`src/rtl/cmpt_pkg.sv`:
```
package cmpt_pkg;
  typedef enum logic [1:0] {
    ACT_NONE   = 2'd0,
    ACT_TOGGLE = 2'd1,
    ACT_CLEAR  = 2'd2,
    ACT_SET    = 2'd3
  } pin_act_e;
endpackage

```
`src/rtl/cmpt_prescaler.sv`:
```
module cmpt_prescaler #(
  parameter int SEL_W = 2,
  parameter int DIV_W = 4
) (
  input  logic             clk,
  input  logic             rst,
  input  logic [SEL_W-1:0] sel,
  output logic             tick
);
  logic [DIV_W-1:0] div_q;
  logic [DIV_W-1:0] lim;

  // sel 0 -> every cycle, sel k>0 -> every 2^(k+1) cycles
  always_comb begin
    if (sel == '0) lim = '0;
    else           lim = DIV_W'((32'd1 << (32'(sel) + 32'd1)) - 32'd1);
  end

  assign tick = (div_q >= lim);

  always_ff @(posedge clk) begin
    if (rst)       div_q <= '0;
    else if (tick) div_q <= '0;
    else           div_q <= div_q + DIV_W'(1);
  end

  // a divided tick never repeats on the next cycle
  a_r2_tick_spacing: assert property (@(posedge clk) disable iff (rst)
    (tick && sel != '0 && $stable(sel)) |=> !tick);
endmodule

```
`src/rtl/cmpt_channel.sv`:
```
module cmpt_channel
  import cmpt_pkg::*;
#(
  parameter int CNT_W       = 16,
  parameter bit CAN_CAPTURE = 1'b0
) (
  input  logic             clk,
  input  logic             rst,
  input  logic             tick,
  input  logic [CNT_W-1:0] cnt_now,
  input  logic [CNT_W-1:0] cnt_nxt,
  input  logic             wr_cmp,
  input  logic [CNT_W-1:0] wdata,
  input  logic             cap_mode,
  input  logic             cap_rise,
  input  pin_act_e         action,
  input  logic             force_en,
  input  logic             force_lvl,
  output logic [CNT_W-1:0] cmp_val,
  output logic             evt,
  output logic             pin
);
  logic [CNT_W-1:0] cmp_q;
  logic             pin_q, pin_d;
  logic             capture_on, match, cap_hit;

  assign capture_on = CAN_CAPTURE && cap_mode;
  assign match      = tick && !capture_on && (cnt_nxt == cmp_q);
  assign cap_hit    = capture_on && cap_rise;
  assign evt        = match || cap_hit;
  assign cmp_val    = cmp_q;
  assign pin        = pin_q;

  always_ff @(posedge clk) begin
    if (rst)         cmp_q <= '0;
    else if (cap_hit) cmp_q <= cnt_now;
    else if (wr_cmp)  cmp_q <= wdata;
  end

  always_comb begin
    pin_d = pin_q;
    if (match) begin
      case (action)
        ACT_TOGGLE: pin_d = ~pin_q;
        ACT_CLEAR:  pin_d = 1'b0;
        ACT_SET:    pin_d = 1'b1;
        default:    pin_d = pin_q;
      endcase
    end
    if (force_en) pin_d = force_lvl;
  end

  always_ff @(posedge clk) begin
    if (rst) pin_q <= 1'b0;
    else     pin_q <= pin_d;
  end

  // set action drives the pin high when nothing overrides it
  a_r6_set_action: assert property (@(posedge clk) disable iff (rst)
    (match && !force_en && action == ACT_SET) |=> pin_q);
  // toggle action inverts the pin
  a_r6_toggle_action: assert property (@(posedge clk) disable iff (rst)
    (match && !force_en && action == ACT_TOGGLE) |=> pin_q != $past(pin_q));
  // forced level beats the channel's own action
  a_r8_force_wins: assert property (@(posedge clk) disable iff (rst)
    force_en |=> pin_q == $past(force_lvl));
  // capture stores the counter value of the edge cycle
  a_r9_capture_load: assert property (@(posedge clk) disable iff (rst)
    cap_hit |=> cmp_q == $past(cnt_now));
endmodule

```
`src/rtl/compare_timer.sv`:
```
module compare_timer
  import cmpt_pkg::*;
#(
  parameter int CNT_W  = 16,
  parameter int NCH    = 5,
  parameter int ADDR_W = 4,
  parameter int SEL_W  = 2,
  parameter int DIV_W  = 4
) (
  input  logic              clk,
  input  logic              rst,
  input  logic              wr_en,
  input  logic              rd_en,
  input  logic [ADDR_W-1:0] addr,
  input  logic [CNT_W-1:0]  wdata,
  output logic [CNT_W-1:0]  rd_data,
  input  logic              cap_in,
  output logic [NCH-1:0]    pins,
  output logic              irq
);
  localparam int A_CNT   = 0;
  localparam int A_CTRL  = NCH + 1;
  localparam int A_ACT   = NCH + 2;
  localparam int A_FLAG  = NCH + 3;
  localparam int A_IEN   = NCH + 4;
  localparam int A_FMASK = NCH + 5;
  localparam int A_FDATA = NCH + 6;
  localparam int CAP_CH  = NCH - 1;
  localparam int ACT_W   = 2 * NCH;
  localparam int CTRL_W  = SEL_W + 1;

  logic [CNT_W-1:0]  cnt_q, cnt_nxt;
  logic [CTRL_W-1:0] ctrl_q;
  logic [ACT_W-1:0]  act_q;
  logic [NCH-1:0]    flag_q, ien_q, fmask_q, fdata_q;
  logic [NCH-1:0]    evt, frc_en, clr;
  logic [CNT_W-1:0]  cmp_val [NCH];
  logic [CNT_W-1:0]  rd_q, rd_nxt;
  logic              irq_q, cap_q, cap_rise, tick;

  cmpt_prescaler #(.SEL_W(SEL_W), .DIV_W(DIV_W)) u_presc (
    .clk(clk), .rst(rst), .sel(ctrl_q[SEL_W-1:0]), .tick(tick)
  );

  assign cnt_nxt  = cnt_q + CNT_W'(1);
  assign cap_rise = cap_in & ~cap_q;

  always_ff @(posedge clk) begin
    if (rst) begin
      cnt_q <= '0;
      cap_q <= 1'b0;
    end else begin
      cap_q <= cap_in;
      if (tick) cnt_q <= cnt_nxt;
    end
  end

  for (genvar g = 0; g < NCH; g++) begin : g_ch
    if (g == 0) begin : g_master
      assign frc_en[g] = 1'b0;
    end else begin : g_slave
      assign frc_en[g] = evt[0] & fmask_q[g];
    end
    cmpt_channel #(.CNT_W(CNT_W), .CAN_CAPTURE(g == CAP_CH)) u_ch (
      .clk(clk), .rst(rst), .tick(tick),
      .cnt_now(cnt_q), .cnt_nxt(cnt_nxt),
      .wr_cmp(wr_en && addr == ADDR_W'(g + 1)),
      .wdata(wdata),
      .cap_mode(ctrl_q[SEL_W]), .cap_rise(cap_rise),
      .action(pin_act_e'(act_q[2*g +: 2])),
      .force_en(frc_en[g]), .force_lvl(fdata_q[g]),
      .cmp_val(cmp_val[g]), .evt(evt[g]), .pin(pins[g])
    );
  end

  assign clr = (wr_en && addr == ADDR_W'(A_FLAG)) ? wdata[NCH-1:0] : '0;

  always_ff @(posedge clk) begin
    if (rst) begin
      ctrl_q  <= '0;
      act_q   <= '0;
      flag_q  <= '0;
      ien_q   <= '0;
      fmask_q <= '0;
      fdata_q <= '0;
      irq_q   <= 1'b0;
    end else begin
      if (wr_en && addr == ADDR_W'(A_CTRL))  ctrl_q  <= wdata[CTRL_W-1:0];
      if (wr_en && addr == ADDR_W'(A_ACT))   act_q   <= wdata[ACT_W-1:0];
      if (wr_en && addr == ADDR_W'(A_IEN))   ien_q   <= wdata[NCH-1:0];
      if (wr_en && addr == ADDR_W'(A_FMASK)) fmask_q <= wdata[NCH-1:0];
      if (wr_en && addr == ADDR_W'(A_FDATA)) fdata_q <= wdata[NCH-1:0];
      flag_q <= (flag_q & ~clr) | evt;
      irq_q  <= |(flag_q & ien_q);
    end
  end

  always_comb begin
    rd_nxt = '0;
    if (addr == ADDR_W'(A_CNT)) rd_nxt = cnt_q;
    for (int i = 0; i < NCH; i++)
      if (addr == ADDR_W'(i + 1)) rd_nxt = cmp_val[i];
    if (addr == ADDR_W'(A_CTRL))  rd_nxt = CNT_W'(ctrl_q);
    if (addr == ADDR_W'(A_ACT))   rd_nxt = CNT_W'(act_q);
    if (addr == ADDR_W'(A_FLAG))  rd_nxt = CNT_W'(flag_q);
    if (addr == ADDR_W'(A_IEN))   rd_nxt = CNT_W'(ien_q);
    if (addr == ADDR_W'(A_FMASK)) rd_nxt = CNT_W'(fmask_q);
    if (addr == ADDR_W'(A_FDATA)) rd_nxt = CNT_W'(fdata_q);
  end

  always_ff @(posedge clk) begin
    if (rst)        rd_q <= '0;
    else if (rd_en) rd_q <= rd_nxt;
  end

  assign rd_data = rd_q;
  assign irq     = irq_q;

  // counter moves by exactly one on a tick and holds otherwise
  a_r1_counter_step: assert property (@(posedge clk) disable iff (rst)
    tick |=> cnt_q == $past(cnt_nxt));
  a_r1_counter_hold: assert property (@(posedge clk) disable iff (rst)
    !tick |=> $stable(cnt_q));
  // interrupt only follows a cycle with some flag set
  a_r5_irq_source: assert property (@(posedge clk) disable iff (rst)
    irq |-> $past(|flag_q));
  for (genvar f = 0; f < NCH; f++) begin : g_flag_chk
    // write-one clear takes effect when no event collides
    a_r4_w1c: assert property (@(posedge clk) disable iff (rst)
      (clr[f] && !evt[f]) |=> !flag_q[f]);
    // an event always leaves its flag set
    a_r3_event_sets: assert property (@(posedge clk) disable iff (rst)
      evt[f] |=> flag_q[f]);
  end
endmodule

```
`config.mk`:
```
export PLATFORM = sky130hd
export DESIGN_NAME = compare_timer
export DESIGN_NICKNAME = d
export VERILOG_FILES = /design/src/rtl/cmpt_pkg.sv /design/src/rtl/cmpt_prescaler.sv /design/src/rtl/cmpt_channel.sv /design/src/rtl/compare_timer.sv
export SDC_FILE = /design/constraint.sdc
export NUM_CORES = 1
export LEC_CHECK = 0
export ABC_AREA = 1
export BUFFER_PORTS_ARGS = -buffer_cell sky130_fd_sc_hd__buf_2
export CAP_MARGIN = 20
export CORE_UTILIZATION = 49
export CTS_BUF_LIST = sky130_fd_sc_hd__clkbuf_8
export CTS_CLUSTER_DIAMETER = 40
export DETAILED_ROUTE_END_ITERATION = 7
export PLACE_DENSITY = 0.7
export SYNTH_ARGS = -nofsm -noshare
export SYNTH_HDL_FRONTEND = slang
export SYNTH_HIERARCHICAL = 1
export SYNTH_SLANG_ARGS = --single-unit
```
`constraint.sdc`:
```
create_clock -name clk -period 3.9 [get_ports clk]
set_clock_uncertainty 0.1 [all_clocks]
set_input_delay 0.78 -clock clk [delete_from_list [all_inputs] [get_ports clk]]
set_output_delay 0.78 -clock clk [all_outputs]
set_load 0.05 [all_outputs]
```
# Word-level counts from Yosys, hierarchy flattened
# Cells that the tools add are included.
[totals]
elab_cells = 141
input_bits = 25
regBits = 156
[classes]
eq_ne = 31
bitwise_logic = 15
n_reduce_logical = 39
shift = 1
muxes = 29
add_sub_neg = 4
order_cmp = 1
[op_table]
columns = ["operator", "n"]
rows = [
  ["2-to-1 mux 16 bit", 14],
  ["equality test 16 bit", 5],
  ["left shift 1 x 32 -> 4 bit, first input constant", 1],
  ["equality test 2 bit, second input constant", 10],
  ["logical AND 1 bit", 18],
  ["adder 16 x 1 -> 16 bit, second input constant", 1],
  ["equality test 4 x 3 -> 1 bit, second input constant", 4],
  ["equality test 4 bit, second input constant", 4],
  ["nonzero test 4 bit", 4],
  ["one-hot mux 1 bit (3 select lines)", 5],
  ["AND 5 bit", 2],
  ["equality test 2 x 1 -> 1 bit, second input constant", 5],
  ["AND reduction 2 bit", 5],
  ["nonzero test 2 bit", 5],
  ["equality test 4 x 2 -> 1 bit, second input constant", 2],
  ["2-to-1 mux 1 bit", 8],
  ["NOT 1 bit", 6],
  ["AND 1 bit", 5],
  ["2-to-1 mux 5 bit", 1],
  ["NOT 5 bit", 1],
  ["OR 5 bit", 1],
  ["OR reduction 5 bit", 1],
  ["adder 4 x 1 -> 4 bit, second input constant", 1],
  ["equality test 4 x 1 -> 1 bit, second input constant", 1],
  ["10 further kinds", 10],
]

# Logic depth before layout (Yosys ltp)
# Gate-level depths: netlist of run 1.
[depth]
ltp_word = 13
mapped_depth = 20
mapped_depth_nobuf = 20

# By module
# The synthesis of run 1 kept the hierarchy.
[by_module_without_submodules]
columns = ["module", "instances", "cells_per_inst", "area_each_um2"]
rows = [
  ["cmpt_channel at g_ch[0].u_ch ...", 4, 165, 1002.2],
  ["compare_timer", 1, 574, 3786.1],
  ["cmpt_channel at g_ch[4].u_ch", 1, 176, 1052.3],
  ["cmpt_prescaler", 1, 40, 296.5],
]

# Worst setup path after synthesis of run 1
# OpenSTA, ideal clock, no wires.
[synth_path]
path_kind = "register to register"
startpoint = "reg cnt_q[1]"
endpoint = "reg g_ch[1].u_ch.pin_q"
path_stages_with_launch = 20
arrival_time_ns = 2.805
path_buffers = 0
path_slack_ns = 0.880
path_cell_list = "dfxtp_1 -> ha_1 -> nand3_1 -> nor2_1 -> nand3_1 -> nor2_2 -> nand3_2 -> xor2_1 -> inv_1 -> nand2_1 -> nor3b_1 -> nand3_1 -> nor3_1 -> nand2_1 -> inv_1 -> inv_1 -> nand2_1 -> nand2_1 -> a21oi_1 -> nor2_1"
[synth_via]
elab_chain_len = 6
[synth_lines]
columns = ["element", "line_no", "rtl"]
rows = [
  ["from (decl)", "compare_timer.sv:32", "logic [CNT_W-1:0] cnt_q, cnt_nxt;"],
  ["from (signal assigned)", "compare_timer.sv:54", "if (tick) cnt_q <= cnt_nxt;"],
  ["adder 16 x 1 -> 16 bit (*)", "compare_timer.sv:45", "assign cnt_nxt = cnt_q + CNT_W'(1);"],
  ["via cnt_nxt[12]", "compare_timer.sv:32", ""],
  ["equality test 16 bit (*)", "cmpt_channel.sv:28", "assign match = tick && !capture_on && (cnt_nxt == cmp_q);"],
  ["logical AND 1 bit (*)", "cmpt_channel.sv:28", ""],
  ["via evt[0]", "compare_timer.sv:36", "logic [NCH-1:0] evt, frc_en, clr;"],
  ["AND 1 bit (*)", "compare_timer.sv:62", "assign frc_en[g] = evt[0] & fmask_q[g];"],
  ["via frc_en[1]", "compare_timer.sv:36", ""],
  ["nonzero test 4 bit (no source line) or nonzero test 2 bit (tied branches)", "-", ""],
  ["AND reduction 2 bit (no source line)", "-", ""],
  ["to (signal assigned)", "cmpt_channel.sv:55", "else pin_q <= pin_d;"],
  ["to (decl)", "cmpt_channel.sv:24", "logic pin_q, pin_d;"],
]
# Mark *: on every way through the listed nets, which the timed path passes. The rest lies on a longest branch.
# A chain may end at the register's enable or synchronous reset.

# Final worst setup path of run 1
[layout_path]
startpoint = "reg cnt_q[2]"
endpoint = "reg g_ch[1].u_ch.pin_q"
# The elaborated chain is that of the path after synthesis.

==> impl_metrics.json, run 1 <==
{
  "status": "finished, violations left",
  "failed_checks": "design-rule violations",
  "fmax_ghz": 0.289,
  "report.final.slew_viol_count": 0,
  "path_buf_inv": 4,
  "cts_tree": "built",
  "drc": 6,
  "critPathMaxStageDelay_ns": 0.76,
  "antenna_found_initial": 0,
  "overflow": 0,
  "yosys.area.top_type_share_pct": 34.2,
  "vdd_drop_max_mv": 0.224,
  "insertion_delay_ns": 0.46,
  "synth_cells": 1450,
  "die_w_microns": 139,
  "worst_setup_path_end_kind": "register",
  "grt_max_degree": 59,
  "grt_pass1_wl_microns": 50100,
  "critical_path_class": "register to register",
  "synth_seq_cells": 156,
  "async_flop_share_pct": 0,
  "power_density_nw_per_um2": 354,
  "fin_crit_ns": 3.46,
  "num_rows": 49,
  "cts_hold_buf": 0,
  "fin_cells": 1732,
  "place_inst": 1701,
  "vias_per_cell": 5.57,
  "hold_slack_ns": 0.362,
  "drtAntennaViolNets": 0,
  "slowest_stage": "xor2_1",
  "yosys_warnings": 6,
  "die_h_microns": 139,
  "cts_setup_buffers": 0,
  "coreArea_sq_um": 18100,
  "synth-main-ff-cell": "dfxtp_1",
  "io_buffers": 46,
  "worstMarginPinSlew_ns": 1.03,
  "synth_largest_area_cell": "dfxtp_1",
  "drt-initial-drc-count": 1154,
  "route.detailed.wl_per_inst_microns": 18.5,
  "vias": 9652,
  "drt_first_pass_iters": 8,
  "hpwl_microns": 24000,
  "routed_wl_microns": 32100,
  "cp-start-kind": "register",
  "antennaDiodeCount": 0,
  "numClockSinks": 156,
  "first_global_vias": 9010,
  "path_common_cell": "nand2_1",
  "crit_chain": "nand3_2, nor3_4, nand2_2, nor3_4, nand2_2, xor2_1, inv_1, nand2_1, nand4_1, nor2_1, nand2_1, nor3_1, buf_4, nand2_1, inv_1, inv_1, nand2_1, nand2_1, a21oi_1, nor2_1",
  "fillers": 1884,
  "gp_routability_congestion": 0.997,
  "drive_gt1_share_pct": 9.78,
  "maxSlewHeadroom_pct": 30.9,
  "setup_viol": 0,
  "die_area_sq_um": 19200,
  "syn_avg_cell_area_sq_um": 6.31,
  "netlist_top_cells_area": "dfxtp_1 34%, nand2_1 15%, inv_1 8.7%",
  "h-tree-depth": 4,
  "crit_arrival_ns": 3.73,
  "cts.clk_slew.worst_paths_ns": 0.09,
  "cts.path.max_buffers": 2,
  "fin_tns_setup_ns": 0,
  "cp_max_fo": 11,
  "synth_edf_count": 0,
  "hold_violations": 0,
  "ys_seq_area_share_pct": 34.2,
  "cts.repair.resized": 0,
  "rsz0062_at_grt": "false",
  "cts-buffers-inserted": 17,
  "cp_top_family": "simple AND/OR/NAND/NOR gates",
  "synth.cell_area_sq_um": 9140,
  "cts-root-buf": "clkbuf_8",
  "yosysUniqueCellTypes": 43,
  "track_usage_pct": 34.1,
  "area_delta_synth_final_pct": 9.87,
  "period_share_pct": 88.8,
  "io_pins": 47,
  "hp-class": "register to register",
  "max_cap_violations": 0,
  "fin_nets": 1527,
  "p_leak_nw": 4.43,
  "initial_utilization_pct": 50.4,
  "required_ns": 4.16
}
-- cells by family (layout without fill, tap and decap cells) --
logic type                 Yosys count  in the layout  share of synthesized area [%]
and+or+nand+nor                    670            670                           31.5
AOI/OAI and AO/OA                  308            308                           18.2
buffers and inverters              272            324                           11.4
DFF                                156            156                           34.2
xor gates and xnor gates            32             32                           3.15
adders and majority gates           11             11                           1.51
other                                1              2                         0.0410
-- final cells by class --
type                            count  area, sq um  share of cell area, %
Clock inverter                     13          168                   1.67
Multi-Input combinational cell   1023         4980                   49.6
Clock buffer                       18          248                   2.47
Inverter                          225          845                   8.41
Tap cell                          229          287                   2.85
Timing Repair Buffer               68          395                   3.94
Sequential cell                   156         3120                   31.1
-- final timing paths --
kind                                       start          endpoint  slack [ns]  cells past startpoint
worst min-delay path            u_presc/div_q[0]  u_presc/div_q[0]        0.36                      1
worst max register to register          cnt_q[2]  g_ch[1].u_ch/pin        0.44                     20
worst max-delay path                    cnt_q[2]  g_ch[1].u_ch/pin        0.44                     20
worst min register to register  u_presc/div_q[0]  u_presc/div_q[0]        0.36                      1
-- report_power, final --
part | internal [mW] | switching, mW | total, mW
logic | 0.171 | 0.384 | 0.555
registers | 1.64 | 0.0429 | 1.68
clock network | 0.649 | 0.670 | 1.32
total | 2.46 | 1.10 | 3.55
-- cells in the mapped netlist, types with 2 or more instances --
cell type  count
nand2_1      363
inv_1        213
nor2_1       164
dfxtp_1      156
a21oi_1      130
o21ai_0      106
nand3_1       45
nand4_1       31
clkbuf_1      25
o21ai_1       22
xnor2_1       17
a31oi_1       16
buf_2         15
xor2_1        14
a211oi_1      11
a221oi_1      11
ha_1          11
inv_2         11
nand2_2       11
nor2_2        10
nand3b_1       8
nor3b_1        8
o211ai_1       7
buf_1          6
nor3_1         5
or2_2          5
and3_1         4
nor2_4         4
nor4_1         4
nand3_2        2
nor3_4         2
or2_0          2
-- stage by stage --
stage          area, sq um  power [mW]  setup slack (ns)  util [%]
2_1_floorplan         9150        2.06             0.880         -
3_3_place_gp          9630        2.25             0.644      53.1
3_5_place_dp          9630        2.25             0.521      53.1
4_1_cts              10000        3.55             0.518      55.4
5_1_grt              10000        3.69             0.144      55.4
6_report             10000        3.55             0.436      55.4
-- state kept, by name, indices dropped and copies added (netlist names), 10 cells and up --
signal	cells
g_ch.u_ch/cmp_val	80
cnt_q	16
rd_data	16
act_q	10
-- layout by cell type, fill, tap and decap left out, types with 10 or more instances in the layout --
cell type  netlist  final
a211oi_1        11     11
a21oi_1        130    130
a221oi_1        11     11
a31oi_1         16     16
buf_2           15     46
buf_4            0     22
clkbuf_8         0     18
dfxtp_1        156    156
ha_1            11     11
inv_1          213    213
inv_2           11     11
nand2_1        363    363
nand2_2         11     11
nand3_1         45     45
nand4_1         31     31
nor2_1         164    164
nor2_2          10     10
o21ai_0        106    106
o21ai_1         22     22
xnor2_1         17     17
xor2_1          14     14
-- routing by layer --
layer / GRT usage, % / vias up / share of wire (%)
met1: 45.7 / 4373 / 43
met3: 7.32 / 75 / 10
met5: 0 / - / 0
met4: 16.3 / 0 / 4.1
met2: 52.1 / 471 / 43
li1: - / 4733 / -
(Power assumes the default switching activity.)
==> run 2: changes to the inputs <==
--- a/config.mk
+++ b/config.mk
@@ -8,12 +8,11 @@
 export ABC_AREA = 1
 export BUFFER_PORTS_ARGS = -buffer_cell sky130_fd_sc_hd__buf_2
 export CAP_MARGIN = 20
-export CORE_UTILIZATION = 49
+export CORE_UTILIZATION = 60
 export CTS_BUF_LIST = sky130_fd_sc_hd__clkbuf_8
 export CTS_CLUSTER_DIAMETER = 40
 export DETAILED_ROUTE_END_ITERATION = 7
-export PLACE_DENSITY = 0.7
+export PLACE_DENSITY = 0.83
 export SYNTH_ARGS = -nofsm -noshare
 export SYNTH_HDL_FRONTEND = slang
-export SYNTH_HIERARCHICAL = 1
 export SYNTH_SLANG_ARGS = --single-unit
==> impl_metrics.json, run 2 <==
{
  "status": "finished, final reports clean",
  "critPathLaunch": "cnt_q[1]",
  "synth_edf_count": 0,
  "cts_tree": "built",
  "route.detailed.wl_per_inst_microns": 19.4,
  "fmax_ghz": 0.323,
  "io_pins": 47,
  "track_usage_pct": 40.1,
  "synth.cell_area_sq_um": 8450,
  "critical_path_class": "register to register",
  "reg2reg_depth": 12,
  "worst_setup_path_end_kind": "register",
  "ys_top_cells_by_count": "258 x nand2_1, 156 x dfxtp_1, 144 x a21oi_1",
  "grt_pass1_wl_microns": 44700,
  "die_h_microns": 121,
  "async_flop_share_pct": 0,
  "reg2reg_from": "cnt_q[1]",
  "drt_first_pass_iters": 6,
  "drt-initial-drc-count": 1263,
  "worstHoldStart": "u_presc.div_q[0]",
  "critPathMaxStageDelay_ns": 0.48,
  "synth_largest_area_cell": "dfxtp_1",
  "synth_top_family_by_area": "simple AND/OR/NAND/NOR gates",
  "antenna_found_initial": 1,
  "die_area_sq_um": 14600,
  "drtAntennaViolNets": 0,
  "report.final.slew_viol_count": 0,
  "overflow": 0,
  "vias": 9212,
  "hp-class": "register to register",
  "fin_crit_ns": 3.10,
  "p_sw_share_pct": 33.1,
  "synth-main-ff-cell": "dfxtp_1",
  "cp-start-kind": "register",
  "reg2reg_to": "g_ch[4].u_ch.pin",
  "area_delta_synth_final_pct": 8.21,
  "max_cap_violations": 0,
  "cts-buffers-inserted": 17,
  "cts.path.max_buffers": 2,
  "ff2ff_setup_slack_ns": 0.80,
  "coreArea_sq_um": 13500,
  "routed_wl_microns": 28200,
  "insertion_delay_ns": 0.47,
  "fin_cells": 1456,
  "final_common_cell": "nand2_1",
  "synthSimpleGateAreaFrac_pct": 26.8,
  "synth_fa_ha_area_share_pct": 1.48,
  "first_global_vias": 8324,
  "synth_cells": 1251,
  "crit_arrival_ns": 3.41,
  "fin_nets": 1303,
  "grt_max_degree": 52,
  "switchingPower_mw": 1.23,
  "yosys_warnings": 0,
  "period_share_pct": 79.5,
  "die_w_microns": 121,
  "setup_viol": 0,
  "cts.clk_slew.worst_paths_ns": 0.09,
  "numClockSinks": 156,
  "required_ns": 4.21,
  "cts_hold_buf": 0,
  "p_seq_share_pct": 46.4,
  "min_to": "u_presc.div_q[0]",
  "slowest_stage": "dfxtp_1",
  "largest_reg_flops": 80,
  "crit_chain": "ha_1, nand3_1, inv_1, nand4_1, nand2_2, xor2_1, nand3_1, nor2_4, nand4_1, nand2_1, nand3_1, a21oi_1",
  "initial_utilization_pct": 62.5,
  "cts.repair.resized": 0,
  "h-tree-depth": 4,
  "fin_tns_setup_ns": 0,
  "setup_slack_ns": 0.801,
  "fillers": 1197,
  "rsz0062_at_grt": "false",
  "drc": 0,
  "ys_seq_area_share_pct": 37.0,
  "share_comb_of_total_power_pct": 20.2,
  "worstMarginPinSlew_ns": 0.888,
  "vdd_drop_max_mv": 0.273,
  "p_leak_nw": 3.51,
  "hold_violations": 0,
  "power.total_mw": 3.72,
  "power_density_nw_per_um2": 407,
  "hold_slack_ns": 0.366,
  "maxSlewHeadroom_pct": 40.6,
  "path_common_cell": "nand3_1",
  "netlist_top_cells_area": "dfxtp_1 37%, nand2_1 11%, a21oi_1 8.5%",
  "yosys.area.top_type_share_pct": 37.0,
  "cts_setup_buffers": 0,
  "clkPwrFrac_pct": 33.4,
  "antennaDiodeCount": 0,
  "synth_xor_area_share_pct": 2.78,
  "io_buffers": 46,
  "synth_seq_cells": 156,
  "cp_max_fo": 10,
  "cts-root-buf": "clkbuf_8",
  "hold_depth": 1,
  "syn_avg_cell_area_sq_um": 6.75,
  "final_cell_mix": "258 x nand2_1, 156 x dfxtp_1, 144 x a21oi_1",
  "yosysUniqueCellTypes": 43,
  "hpwl_microns": 19700,
  "synth_compound_area_share_pct": 22.6,
  "vias_per_cell": 6.33,
  "dp_slack_ns": 0.788,
  "drive_gt1_share_pct": 10.5,
  "synth_nets": 1286,
  "p_int_mw": 2.49,
  "place_inst": 1425,
  "synthMuxAreaShare_pct": 0,
  "num_rows": 42,
  "gp_routability_congestion": 1.02,
  "synth.most_common_cell": "nand2_1"
}
## run 2: cell types whose count changed after synthesis, sizes merged, moves of 25 or more
cell / previous run / this run
nand2: 374 / 276
nor2: 178 / 90
o22ai: 1 / 32
inv: 224 / 138
clkbuf: 26 / 51
nand3: 47 / 99
## run 2: logic make-up (layout without fill, tap and decap cells)
| logic type | Yosys count | after routing |
|---|---|---|
| adder cells (fa/ha/maj) | 10 | 10 |
| buffers and inverters | 203 | 232 |
| flip-flops | 156 | 156 |
| AO/OA/AOI/OAI | 349 | 349 |
| XOR/XNOR | 23 | 23 |
| AND/OR/NAND/NOR | 510 | 510 |
## run 2: worst max-delay path, delay by kind of cell (launching register included)
kind,cells,cell delay (ns)
compound gates,1,0.11
xor+xnor,1,0.16
fa+ha+maj,1,0.48
buf+inv,1,0.17
flops,1,0.48
simple gates,8,1.52
## run 2: metrics by stage
stage | utilization [%] | instance area, sq um
6_report | 67.7 | 9140
5_1_grt | 67.7 | 9140
4_1_cts | 67.7 | 9140
3_5_place_dp | 64.8 | 8750
3_3_place_gp | 64.8 | 8750
2_1_floorplan | - | 8450
## run 2: per-layer routing
metal	global-route usage (%)	vias to the layer above	wire (microns)
met4	22.3	2	1580
met3	10.4	147	3520
met1	50.6	4165	10800
li1	-	4234	-
met2	62.2	664	12400
met5	0	-	11
## run 2: how the worst max path moves through the flow
stage                             to  slack [ns]  cells after the start
floorplan           g_ch[0].u_ch.pin        1.54                     20
global placement          rd_data[9]        0.80                     11
detailed placement        rd_data[9]        0.79                     11
finish              g_ch[4].u_ch.pin        0.80                     12
CTS                 g_ch[4].u_ch.pin        0.98                     15
global route        g_ch[4].u_ch.pin        0.51                     12
## run 2: area by class of cell
type,count,area (sq um),share of cell area [%]
inverter,140,526,5.75
multi-input combinational,892,4530,49.6
timing repair buffer,61,343,3.75
tap,176,220,2.41
clock inverter,11,119,1.30
clock buffer,20,275,3.01
sequential,156,3120,34.2
## run 2: power groups by stage
stage	combinational [mW]	clock, mW	sequential (mW)
2_1_floorplan	0.494	0	1.76
3_3_place_gp	0.708	0	1.76
3_5_place_dp	0.723	0	1.76
4_1_cts	0.726	1.25	1.72
5_1_grt	0.822	1.31	1.73
6_report	0.753	1.24	1.73
==> run 3: changes to the inputs <==
==> constraint.sdc (replaced) <==
create_clock -name clk -period 3.1 [get_ports clk]
set_clock_uncertainty 0.1 [all_clocks]
set_input_delay 0.62 -clock clk [delete_from_list [all_inputs] [get_ports clk]]
set_output_delay 0.62 -clock clk [all_outputs]
set_load 0.05 [all_outputs]
==> impl_metrics.json, run 3 (synthesis gave the netlist of run 2 again) <==
{
  "fin_tns_setup_ns": 0,
  "io_pins": 47,
  "worst_setup_path_end_kind": "register",
  "drt_first_pass_iters": 6,
  "grt_pass1_wl_microns": 44700,
  "hp-class": "primary input to register",
  "p_sw_share_pct": 32.5,
  "die_h_microns": 121,
  "cts-buffers-inserted": 17,
  "drive_gt1_share_pct": 11.5,
  "clkPwrFrac_pct": 35.1,
  "dp_slack_ns": 0.307,
  "num_rows": 42,
  "power.total_mw": 4.82,
  "route.detailed.wl_per_inst_microns": 19.3,
  "cts_hold_buf": 0,
  "overflow": 0,
  "cp_max_fo": 8,
  "final_common_cell": "nand2_1",
  "fin_nets": 1315,
  "vdd_drop_max_mv": 0.515,
  "max_cap_violations": 0,
  "power_density_nw_per_um2": 520,
  "track_usage_pct": 40.3,
  "worstMarginPinSlew_ns": 0.697,
  "drc": 0,
  "initial_utilization_pct": 62.5,
  "p_leak_nw": 3.60,
  "setup_viol": 0,
  "first_global_vias": 8392,
  "numClockSinks": 156,
  "cts.clk_slew.worst_paths_ns": 0.09,
  "cp-start-kind": "register",
  "period_share_pct": 92.2,
  "drt-initial-drc-count": 1315,
  "report.final.slew_viol_count": 0,
  "final_cell_mix": "258 x nand2_1, 156 x dfxtp_1, 144 x a21oi_1",
  "coreArea_sq_um": 13500,
  "status": "finished, final reports clean",
  "die_w_microns": 121,
  "fmax_ghz": 0.350,
  "setup_slack_ns": 0.242,
  "p_seq_share_pct": 45.0,
  "cts_setup_buffers": 0,
  "maxSlewHeadroom_pct": 53.4,
  "cts_tree": "built",
  "die_area_sq_um": 14600,
  "cts-root-buf": "clkbuf_8",
  "area_delta_synth_final_pct": 9.76,
  "rsz0062_at_grt": "false",
  "antenna_found_initial": 0,
  "cts.path.max_buffers": 2,
  "gp_routability_congestion": 0.997,
  "vias_per_cell": 6.30,
  "io_buffers": 46,
  "crit_arrival_ns": 3.16,
  "hold_violations": 0,
  "vias": 9257,
  "p_int_mw": 3.26,
  "insertion_delay_ns": 0.48,
  "fin_crit_ns": 2.86,
  "drtAntennaViolNets": 0,
  "h-tree-depth": 4,
  "critical_path_class": "register to register",
  "hpwl_microns": 19900,
  "share_comb_of_total_power_pct": 19.8,
  "routed_wl_microns": 28400,
  "grt_max_degree": 49,
  "required_ns": 3.40,
  "largest_reg_flops": 80,
  "switchingPower_mw": 1.57
}
-- run 3: cell types whose count changed in the layout (fill, tap and decap cells not counted) --
| cell | change |
|---|---|
| inv_6 | -1 |
| clkinvlp_4 | -3 |
| diode_2 | +1 |
| buf_4 | +12 |
| clkinv_4 | +2 |
| clkinv_2 | +2 |
| bufinv_16 | +2 |
| nand3_1 | -1 |
| nand3_2 | +1 |
| nor3_1 | -1 |
| nor3_2 | +1 |
| clkbuf_8 | -2 |
-- run 3: path summary, 6_finish.rpt --
| path | slack [ns] | from | to | cells past startpoint |
|---|---|---|---|---|
| hold / removal | 0.27 | cap_in | cap_q | 3 |
| setup reg to reg | 0.24 | cnt_q[1] | g_ch[2].u_ch.pin | 15 |
| setup / recovery | 0.24 | cnt_q[1] | g_ch[2].u_ch.pin | 15 |
| hold reg to reg | 0.36 | rd_data[11] | rd_data[11] | 2 |
-- run 3: power groups by stage --
stage | Combinational, mW | Clock [mW] | Sequential, mW
after global placement | 0.895 | 0 | 2.21
after floorplan | 0.621 | 0 | 2.21
final | 0.956 | 1.69 | 2.17
after detailed placement | 0.913 | 0 | 2.21
after CTS | 0.918 | 1.68 | 2.17
after global routing | 1.03 | 1.77 | 2.18
-- run 3: critical path, cell delays in order, from the launching register on --
cell     delay [ns]
dfxtp_1        0.46
ha_1           0.44
nand2_1        0.16
nand2_1        0.26
inv_1          0.07
nand2_1        0.06
nand2_1        0.04
nor2_1         0.11
nand3_1        0.09
nor2_1         0.09
nand4_1        0.08
nor2_1         0.31
nand4_1        0.19
nand2_1        0.10
nand3_1        0.07
a21oi_1        0.14
-- run 3: routing by layer --
metal	up-vias	share of wire [%]	wire [microns]	GRT usage, %
li1	4270	-	-	-
met4	0	5.8	1650	25.2
met3	143	11	3250	9.86
met2	627	44	12400	61.4
met1	4217	39	11000	51.0
met5	-	0	0	0
-- run 3: area by class of cell --
type / count / area, sq um
fill: 1195 / 4230
clock buffer: 18 / 248
sequential: 156 / 3120
inverter: 140 / 526
multi-input combinational: 892 / 4540
antenna: 1 / 2.50
tap: 176 / 220
clock inverter: 13 / 175
timing repair buffer: 73 / 433
-- run 3: what timing repair did --
item / in CTS / in global routing
endpoints found under the setup margin: 0 / 2
endpoints found under the hold margin: 0 / 0
resized for setup: 0 / 2
-- run 3: through the flow --
| stage | utilization (%) | cells | instance area [sq um] | hold slack, ns |
|---|---|---|---|---|
| after global routing | 68.6 | 1468 | 9270 | 0.277 |
| after global placement | 65.4 | 1437 | 8840 | 0.337 |
| after detailed placement | 65.4 | 1437 | 8840 | 0.350 |
| final | 68.6 | 1469 | 9270 | 0.274 |
| after CTS | 68.6 | 1468 | 9260 | 0.276 |
| after floorplan | - | 1251 | 8450 | 0.325 |
